==> config.mk <==
export PLATFORM = sky130hd
export DESIGN_NAME = seqtrig_unit
export DESIGN_NICKNAME = d
export VERILOG_FILES = /design/src/rtl/seqtrig_pkg.sv /design/src/rtl/seqtrig_word_match.sv /design/src/rtl/seqtrig_occ_count.sv /design/src/rtl/seqtrig_unit.sv
export SDC_FILE = /design/constraint.sdc
export NUM_CORES = 1
export LEC_CHECK = 0
export BUFFER_PORTS_ARGS = -buffer_cell sky130_fd_sc_hd__buf_2
export CAP_MARGIN = 40
export CORE_AREA = 2 2 94 96
export CTS_CLUSTER_SIZE = 28
export DETAILED_ROUTE_END_ITERATION = 6
export DIE_AREA = 0 0 96 98
export HOLD_SLACK_MARGIN = 0.02
export PLACE_DENSITY = 0.71
export SKIP_LAST_GASP = 1
export SLEW_MARGIN = 20
export SYNTH_ARGS = -nofsm -noshare
export SYNTH_HDL_FRONTEND = slang
export SYNTH_SLANG_ARGS = --single-unit
==> constraint.sdc <==
create_clock -name clk -period 2.8 [get_ports clk]
set_input_delay 0.28 -clock clk [delete_from_list [all_inputs] [get_ports clk]]
set_output_delay 0.28 -clock clk [all_outputs]
set_load 0.01 [all_outputs]
==> src/rtl/seqtrig_pkg.sv <==
package seqtrig_pkg;

    localparam int DATA_W = 32;
    localparam int CNT_W  = 8;
    localparam int NWORDS = 3;

    localparam int IDX_A = 0;
    localparam int IDX_B = 1;
    localparam int IDX_C = 2;

    typedef enum logic [1:0] {
        MODE_COUNT     = 2'd0,
        MODE_FOLLOW    = 2'd1,
        MODE_NOTFOLLOW = 2'd2,
        MODE_OFF       = 2'd3
    } trig_mode_e;

    typedef enum logic [1:0] {
        ST_WAIT_A = 2'd0,
        ST_SAW_A  = 2'd1,
        ST_FIRED  = 2'd2
    } seq_state_e;

endpackage

==> src/rtl/seqtrig_word_match.sv <==
module seqtrig_word_match #(
    parameter int W = 32
) (
    input  logic [W-1:0] smp,
    input  logic [W-1:0] pattern,
    input  logic [W-1:0] care,
    output logic         hit
);
    logic [W-1:0] diff;

    always_comb begin
        diff = (smp ^ pattern) & care;
        hit  = (diff == '0);
    end
endmodule

==> src/rtl/seqtrig_occ_count.sv <==
module seqtrig_occ_count #(
    parameter int CNT_W = 8
) (
    input  logic             clk,
    input  logic             rst_n,
    input  logic             clr,
    input  logic             inc,
    input  logic [CNT_W-1:0] target,
    output logic             reach
);
    localparam logic [CNT_W-1:0] CNT_MAX = '1;

    typedef struct packed {
        logic [CNT_W-1:0] cnt;
    } occ_s;

    occ_s st_d, st_q;
    logic [CNT_W:0]   bumped;
    logic [CNT_W-1:0] eff_target;

    always_comb begin
        st_d       = st_q;
        eff_target = (target == '0) ? {{(CNT_W-1){1'b0}}, 1'b1} : target;
        bumped     = {1'b0, st_q.cnt} + {{CNT_W{1'b0}}, 1'b1};
        reach      = inc && (bumped >= {1'b0, eff_target});
        if (clr) begin
            st_d.cnt = '0;
        end else if (inc && (st_q.cnt != CNT_MAX)) begin
            st_d.cnt = bumped[CNT_W-1:0];
        end
    end

    always_ff @(posedge clk or negedge rst_n) begin
        if (!rst_n) begin
            st_q <= '0;
        end else begin
            st_q <= st_d;
        end
    end
endmodule

==> src/rtl/seqtrig_unit.sv <==
module seqtrig_unit
    import seqtrig_pkg::*;
#(
    parameter int DATA_W = seqtrig_pkg::DATA_W,
    parameter int CNT_W  = seqtrig_pkg::CNT_W
) (
    input  logic              clk,
    input  logic              rst_n,
    input  logic [1:0]        cfg_mode,
    input  logic [CNT_W-1:0]  cfg_count,
    input  logic              cfg_c_en,
    input  logic [DATA_W-1:0] word_a,
    input  logic [DATA_W-1:0] mask_a,
    input  logic [DATA_W-1:0] word_b,
    input  logic [DATA_W-1:0] mask_b,
    input  logic [DATA_W-1:0] word_c,
    input  logic [DATA_W-1:0] mask_c,
    input  logic              arm,
    input  logic              smp_valid,
    input  logic [DATA_W-1:0] smp_data,
    output logic              trig
);

    typedef struct packed {
        seq_state_e state;
        logic       trig;
        logic       arm_prev;
    } ctl_s;

    ctl_s ctl_d, ctl_q;

    logic [NWORDS-1:0][DATA_W-1:0] pat_vec;
    logic [NWORDS-1:0][DATA_W-1:0] care_vec;
    logic [NWORDS-1:0]             hit_vec;

    logic       arm_rise;
    logic       take;
    logic       c_reset;
    logic       cnt_clr;
    logic       cnt_inc;
    logic       cnt_reach;
    trig_mode_e mode;

    always_comb begin
        pat_vec[IDX_A]  = word_a;
        pat_vec[IDX_B]  = word_b;
        pat_vec[IDX_C]  = word_c;
        care_vec[IDX_A] = mask_a;
        care_vec[IDX_B] = mask_b;
        care_vec[IDX_C] = mask_c;
    end

    for (genvar gi = 0; gi < NWORDS; gi++) begin : g_match
        seqtrig_word_match #(.W(DATA_W)) match_i (
            .smp     (smp_data),
            .pattern (pat_vec[gi]),
            .care    (care_vec[gi]),
            .hit     (hit_vec[gi])
        );
    end

    seqtrig_occ_count #(.CNT_W(CNT_W)) occ_i (
        .clk    (clk),
        .rst_n  (rst_n),
        .clr    (cnt_clr),
        .inc    (cnt_inc),
        .target (cfg_count),
        .reach  (cnt_reach)
    );

    always_comb begin
        mode     = trig_mode_e'(cfg_mode);
        arm_rise = arm && !ctl_q.arm_prev;
        take     = arm && !arm_rise && smp_valid && (ctl_q.state != ST_FIRED);
        c_reset  = take && cfg_c_en && hit_vec[IDX_C];
        cnt_clr  = arm_rise || c_reset;
        cnt_inc  = take && !c_reset && (mode == MODE_COUNT) && hit_vec[IDX_A];

        ctl_d          = ctl_q;
        ctl_d.arm_prev = arm;

        if (arm_rise) begin
            ctl_d.state = ST_WAIT_A;
            ctl_d.trig  = 1'b0;
        end else if (c_reset) begin
            ctl_d.state = ST_WAIT_A;
        end else if (take) begin
            unique case (mode)
                MODE_COUNT: begin
                    if (cnt_reach) begin
                        ctl_d.state = ST_FIRED;
                        ctl_d.trig  = 1'b1;
                    end
                end
                MODE_FOLLOW: begin
                    if (ctl_q.state == ST_SAW_A) begin
                        if (hit_vec[IDX_B]) begin
                            ctl_d.state = ST_FIRED;
                            ctl_d.trig  = 1'b1;
                        end else if (hit_vec[IDX_A]) begin
                            ctl_d.state = ST_SAW_A;
                        end else begin
                            ctl_d.state = ST_WAIT_A;
                        end
                    end else if (hit_vec[IDX_A]) begin
                        ctl_d.state = ST_SAW_A;
                    end
                end
                MODE_NOTFOLLOW: begin
                    if (ctl_q.state == ST_SAW_A) begin
                        if (!hit_vec[IDX_B]) begin
                            ctl_d.state = ST_FIRED;
                            ctl_d.trig  = 1'b1;
                        end else begin
                            ctl_d.state = ST_WAIT_A;
                        end
                    end else if (hit_vec[IDX_A]) begin
                        ctl_d.state = ST_SAW_A;
                    end
                end
                default: begin
                    ctl_d.state = ST_WAIT_A;
                end
            endcase
        end
    end

    always_ff @(posedge clk or negedge rst_n) begin
        if (!rst_n) begin
            ctl_q.state    <= ST_WAIT_A;
            ctl_q.trig     <= 1'b0;
            ctl_q.arm_prev <= 1'b0;
        end else begin
            ctl_q <= ctl_d;
        end
    end

    assign trig = ctl_q.trig;

endmodule

==> impl_metrics.yaml <==
run_status:
  status: "completed"
power_and_ir_drop:
  leakagePower_nw: 2.18
  pwr_density_cell_nw_per_um2: 218
  peakVddDrop_v: 0.000112
  seqPwrFrac_pct: 21.7
  p_sw_share_pct: 35.7
  finalPower_w: 0.000831
  power.internal_w: 0.000534
  switchingPower_w: 0.000297
  p_comb_share_pct: 55.7
  pwr-share-clk_pct: 22.6
global_routing:
  grt_pass1_vias: 3121
  grt_overflow: 0
  antenna_found_initial: 9
  grt_usage_pct: 23.8
  grt_max_degree: 14
  grt_pass1_wl_mm: 16.5
synth:
  ys_seq_area_share_pct: 12.6
  synth_cells: 279
  synthesis.area_sq_um: 2390
  yosysWarnings: 0
  yosys.cell_types.count: 41
  muxShareOfSynthArea_pct: 1.88
  synth_top_area_share_pct: 36.3
  synth-compound-area-share_pct: 24.0
  synth_top_family_by_area: "XOR/XNOR gates"
  synth_edf_count: 0
  synth-main-ff-cell: "dfrtp_1"
  synthesis.nets: 531
  async_reset_ff_share_pct: 100
  synthXorXnorAreaFrac_pct: 36.6
  synthAdderAreaFrac_pct: 6.80
  syn_avg_cell_area_sq_um: 8.57
  synthSimpleGateAreaFrac_pct: 15.1
  synth_area_leaders: "xor2_1 (36%), a22oi_1 (15%), dfrtp_1 (13%), ha_1 (6.8%), nand4_1 (3.1%)"
  ys_ff_latch: 12
  synth_top_area_cell: "xor2_1"
min_path:
  hold_path.class: "input port to register"
  min-delay-start: "arm"
die:
  core_area_sq_um: 8470
  rows: 34
  dieWidth_microns: 96
  dieArea_sq_um: 9410
  num_io_pins: 240
  die_y_microns: 98
  start_util_pct: 28.2
clocking:
  cts_sinks: 12
  ctsHtreeMaxLevel: 1
  clk_pin_slew_ps: 50
  cts_root_buffer: "clkbuf_8"
  cts_tree: "built"
  clockBufferDepth: 2
  insertion_delay_ps: 240
  cts_buffers: 3
sta:
  period_share_pct: 94.0
  finalSetupViolCount: 0
  rsz0062_at_grt: "false"
  drv_slew: 0
  max_freq_mhz: 380
  min_period_ps: 2630
  maxSlewHeadroom_pct: 73.3
  worstMarginPinSlew_ps: 397
  hold_viol: 0
  clock_skew_ps: 4.16
  worst_slack_ps: 168
  fin_setup_tns_ps: 0
placement:
  place_congestion: 0.931
  dp_hpwl_mm: 10.8
  place_area_sq_um: 3710
  preCtsSetupSlack_ps: 26.4
  portBuffers: 239
setup_path:
  start_kind: "register"
  reg2reg_from: "occ_i.st_q[0]$_DFFE_PN0P_"
  cp_data_arrival_time_ps: 2760
  cp-end-kind: "register"
  crit_required_ps: 2930
  critPathMaxStageDelay_ps: 400
  crit_top_cell: "and3_1"
  critPathMaxFanout: 4
  r2r_slack_ps: 170
  slowest_stage: "dfrtp_1"
  cp-startpoint: "occ_i.st_q[0]$_DFFE_PN0P_"
  cp_cell_sequence: "buf_4 > and3_1 > nand3_1 > nor3_1 > xor2_1 > ha_1 > and3_1 > o21ai_0 > o21ai_2 > o31ai_1 > o21bai_1 > a41o_2"
  path_class: "register to register"
detailed_routing:
  wirelength_mm: 11.8
  route.detailed.drc: 0
  drtAntennaViolNets: 0
  num_vias: 3135
  wire_per_inst_microns: 18.5
  first_pass_iters: 4
  avgViaCountPerCell: 4.92
  first_iter_violations: 99
final_layout:
  fin_area_sq_um: 3820
  drive_gt1_share_pct: 49.3
  syn2layout_area_growth_pct: 59.7
  nets: 776
  fill_cells: 893
flow_run:
  maxCapViolations: 0
## per-layer routing
metal / routed length [microns] / up-vias / global-route usage, % / part of all wire [%]
met1: 4840 / 1418 / 30.5 / 41
met3: 1430 / 12 / 8.26 / 12
met2: 5430 / 168 / 39.6 / 46
met5: 43 / - / 0 / 0.36
li1: - / 1531 / - / -
met4: 69 / 6 / 2.20 / 0.58
## registers in the layout (all words and copies together), names as in the netlist
name and flops:
ctl_q 3, occ_i.st_q 8, trig 1
## timing repair
action                                 in CTS  in global routing
gates resized for setup                     0                  5
endpoints found under the hold margin      12                  0
hold buffers                                1                  0
setup endpoints to repair                   0                  3
buffers inserted                            0                  1
## per-stage QoR
| step | instances | hold WS (ps) | utilization, % |
|---|---|---|---|
| after floorplan | 279 | -15.6 | - |
| after global placement | 625 | 170 | 43.9 |
| after detailed placement | 625 | 177 | 43.9 |
| after CTS | 630 | 187 | 44.6 |
| after global routing | 632 | 204 | 44.9 |
| final | 637 | 193 | 45.1 |
## synthesized netlist by cell type, types with 2 or more instances
cell type / instances
mux2i_1: 3
a21o_1: 6
ha_1: 13
a22oi_1: 47
nand2b_1: 3
and3_1: 5
nor3_1: 2
nand4_1: 12
a211oi_1: 2
nand3_1: 6
inv_1: 15
xor2_1: 99
nor2_1: 5
dfrtp_1: 12
o21ai_0: 9
a41o_1: 4
nand2_1: 10
and2b_2: 2
nor4_4: 2
## worst max-delay path, delay by kind of cell, from the launching register on
| kind | cells | cell delay [ps] |
|---|---|---|
| buffers and inverters | 1 | 160 |
| and+or+nand+nor | 4 | 620 |
| DFF | 1 | 400 |
| xor gates and xnor gates | 1 | 240 |
| adders and majority gates | 1 | 280 |
| AOI/OAI and AO/OA | 5 | 840 |
## power groups by stage
stage,combinational (W),clock (W),sequential (W)
floorplan,0.000185,0,0.000183
global placement,0.000451,0,0.000183
detailed placement,0.000458,0,0.000183
CTS,0.000462,0.000194,0.000180
global route,0.000507,0.000206,0.000180
finish,0.000463,0.000188,0.000180
## cell families (layout without fill, tap and decap cells)
kind of cell / after synthesis / in the layout
xor+xnor: 100 / 100
compound gates: 77 / 77
simple gates: 56 / 56
buf+inv: 17 / 261
fa+ha+maj: 13 / 13
flops: 12 / 12
mux: 4 / 4
other cells: 0 / 6
## layout make-up
type,instances,area (sq um),share of cell area (%)
sequential,12,300,7.87
antenna,6,15.0,0.393
timing repair buffer,242,1220,32.0
clock buffer,4,55.1,1.44
multi-input combinational,250,2030,53.3
inverter,15,56.3,1.47
tap,108,135,3.54
## final timing paths
| kind | endpoint | cells after the start |
|---|---|---|
| setup / recovery | ctl_q[2]$_DFFE_PN0P_ | 12 |
| hold / removal | ctl_q[0]$_DFF_PN0_ | 1 |
| setup reg to reg | ctl_q[2]$_DFFE_PN0P_ | 12 |
| hold reg to reg | trig$_DFFE_PN0P_ | 2 |
| max in group asynchronous | occ_i.st_q[2]$_DFFE_PN0P_ | 2 |
| min in group asynchronous | occ_i.st_q[6]$_DFFE_PN0P_ | 2 |
## layout by cell type, fill, tap and decap left out, types with 6 or more instances in the layout
master | synthesis | final
nand3_1 | 6 | 6
buf_2 | 1 | 239
nand2_1 | 10 | 10
diode_2 | 0 | 6
dfrtp_1 | 12 | 12
inv_1 | 15 | 15
a21o_1 | 6 | 6
a22oi_1 | 47 | 47
ha_1 | 13 | 12
xor2_1 | 99 | 99
o21ai_0 | 9 | 8
nand4_1 | 12 | 12
Power figures use the tool's default switching activity.
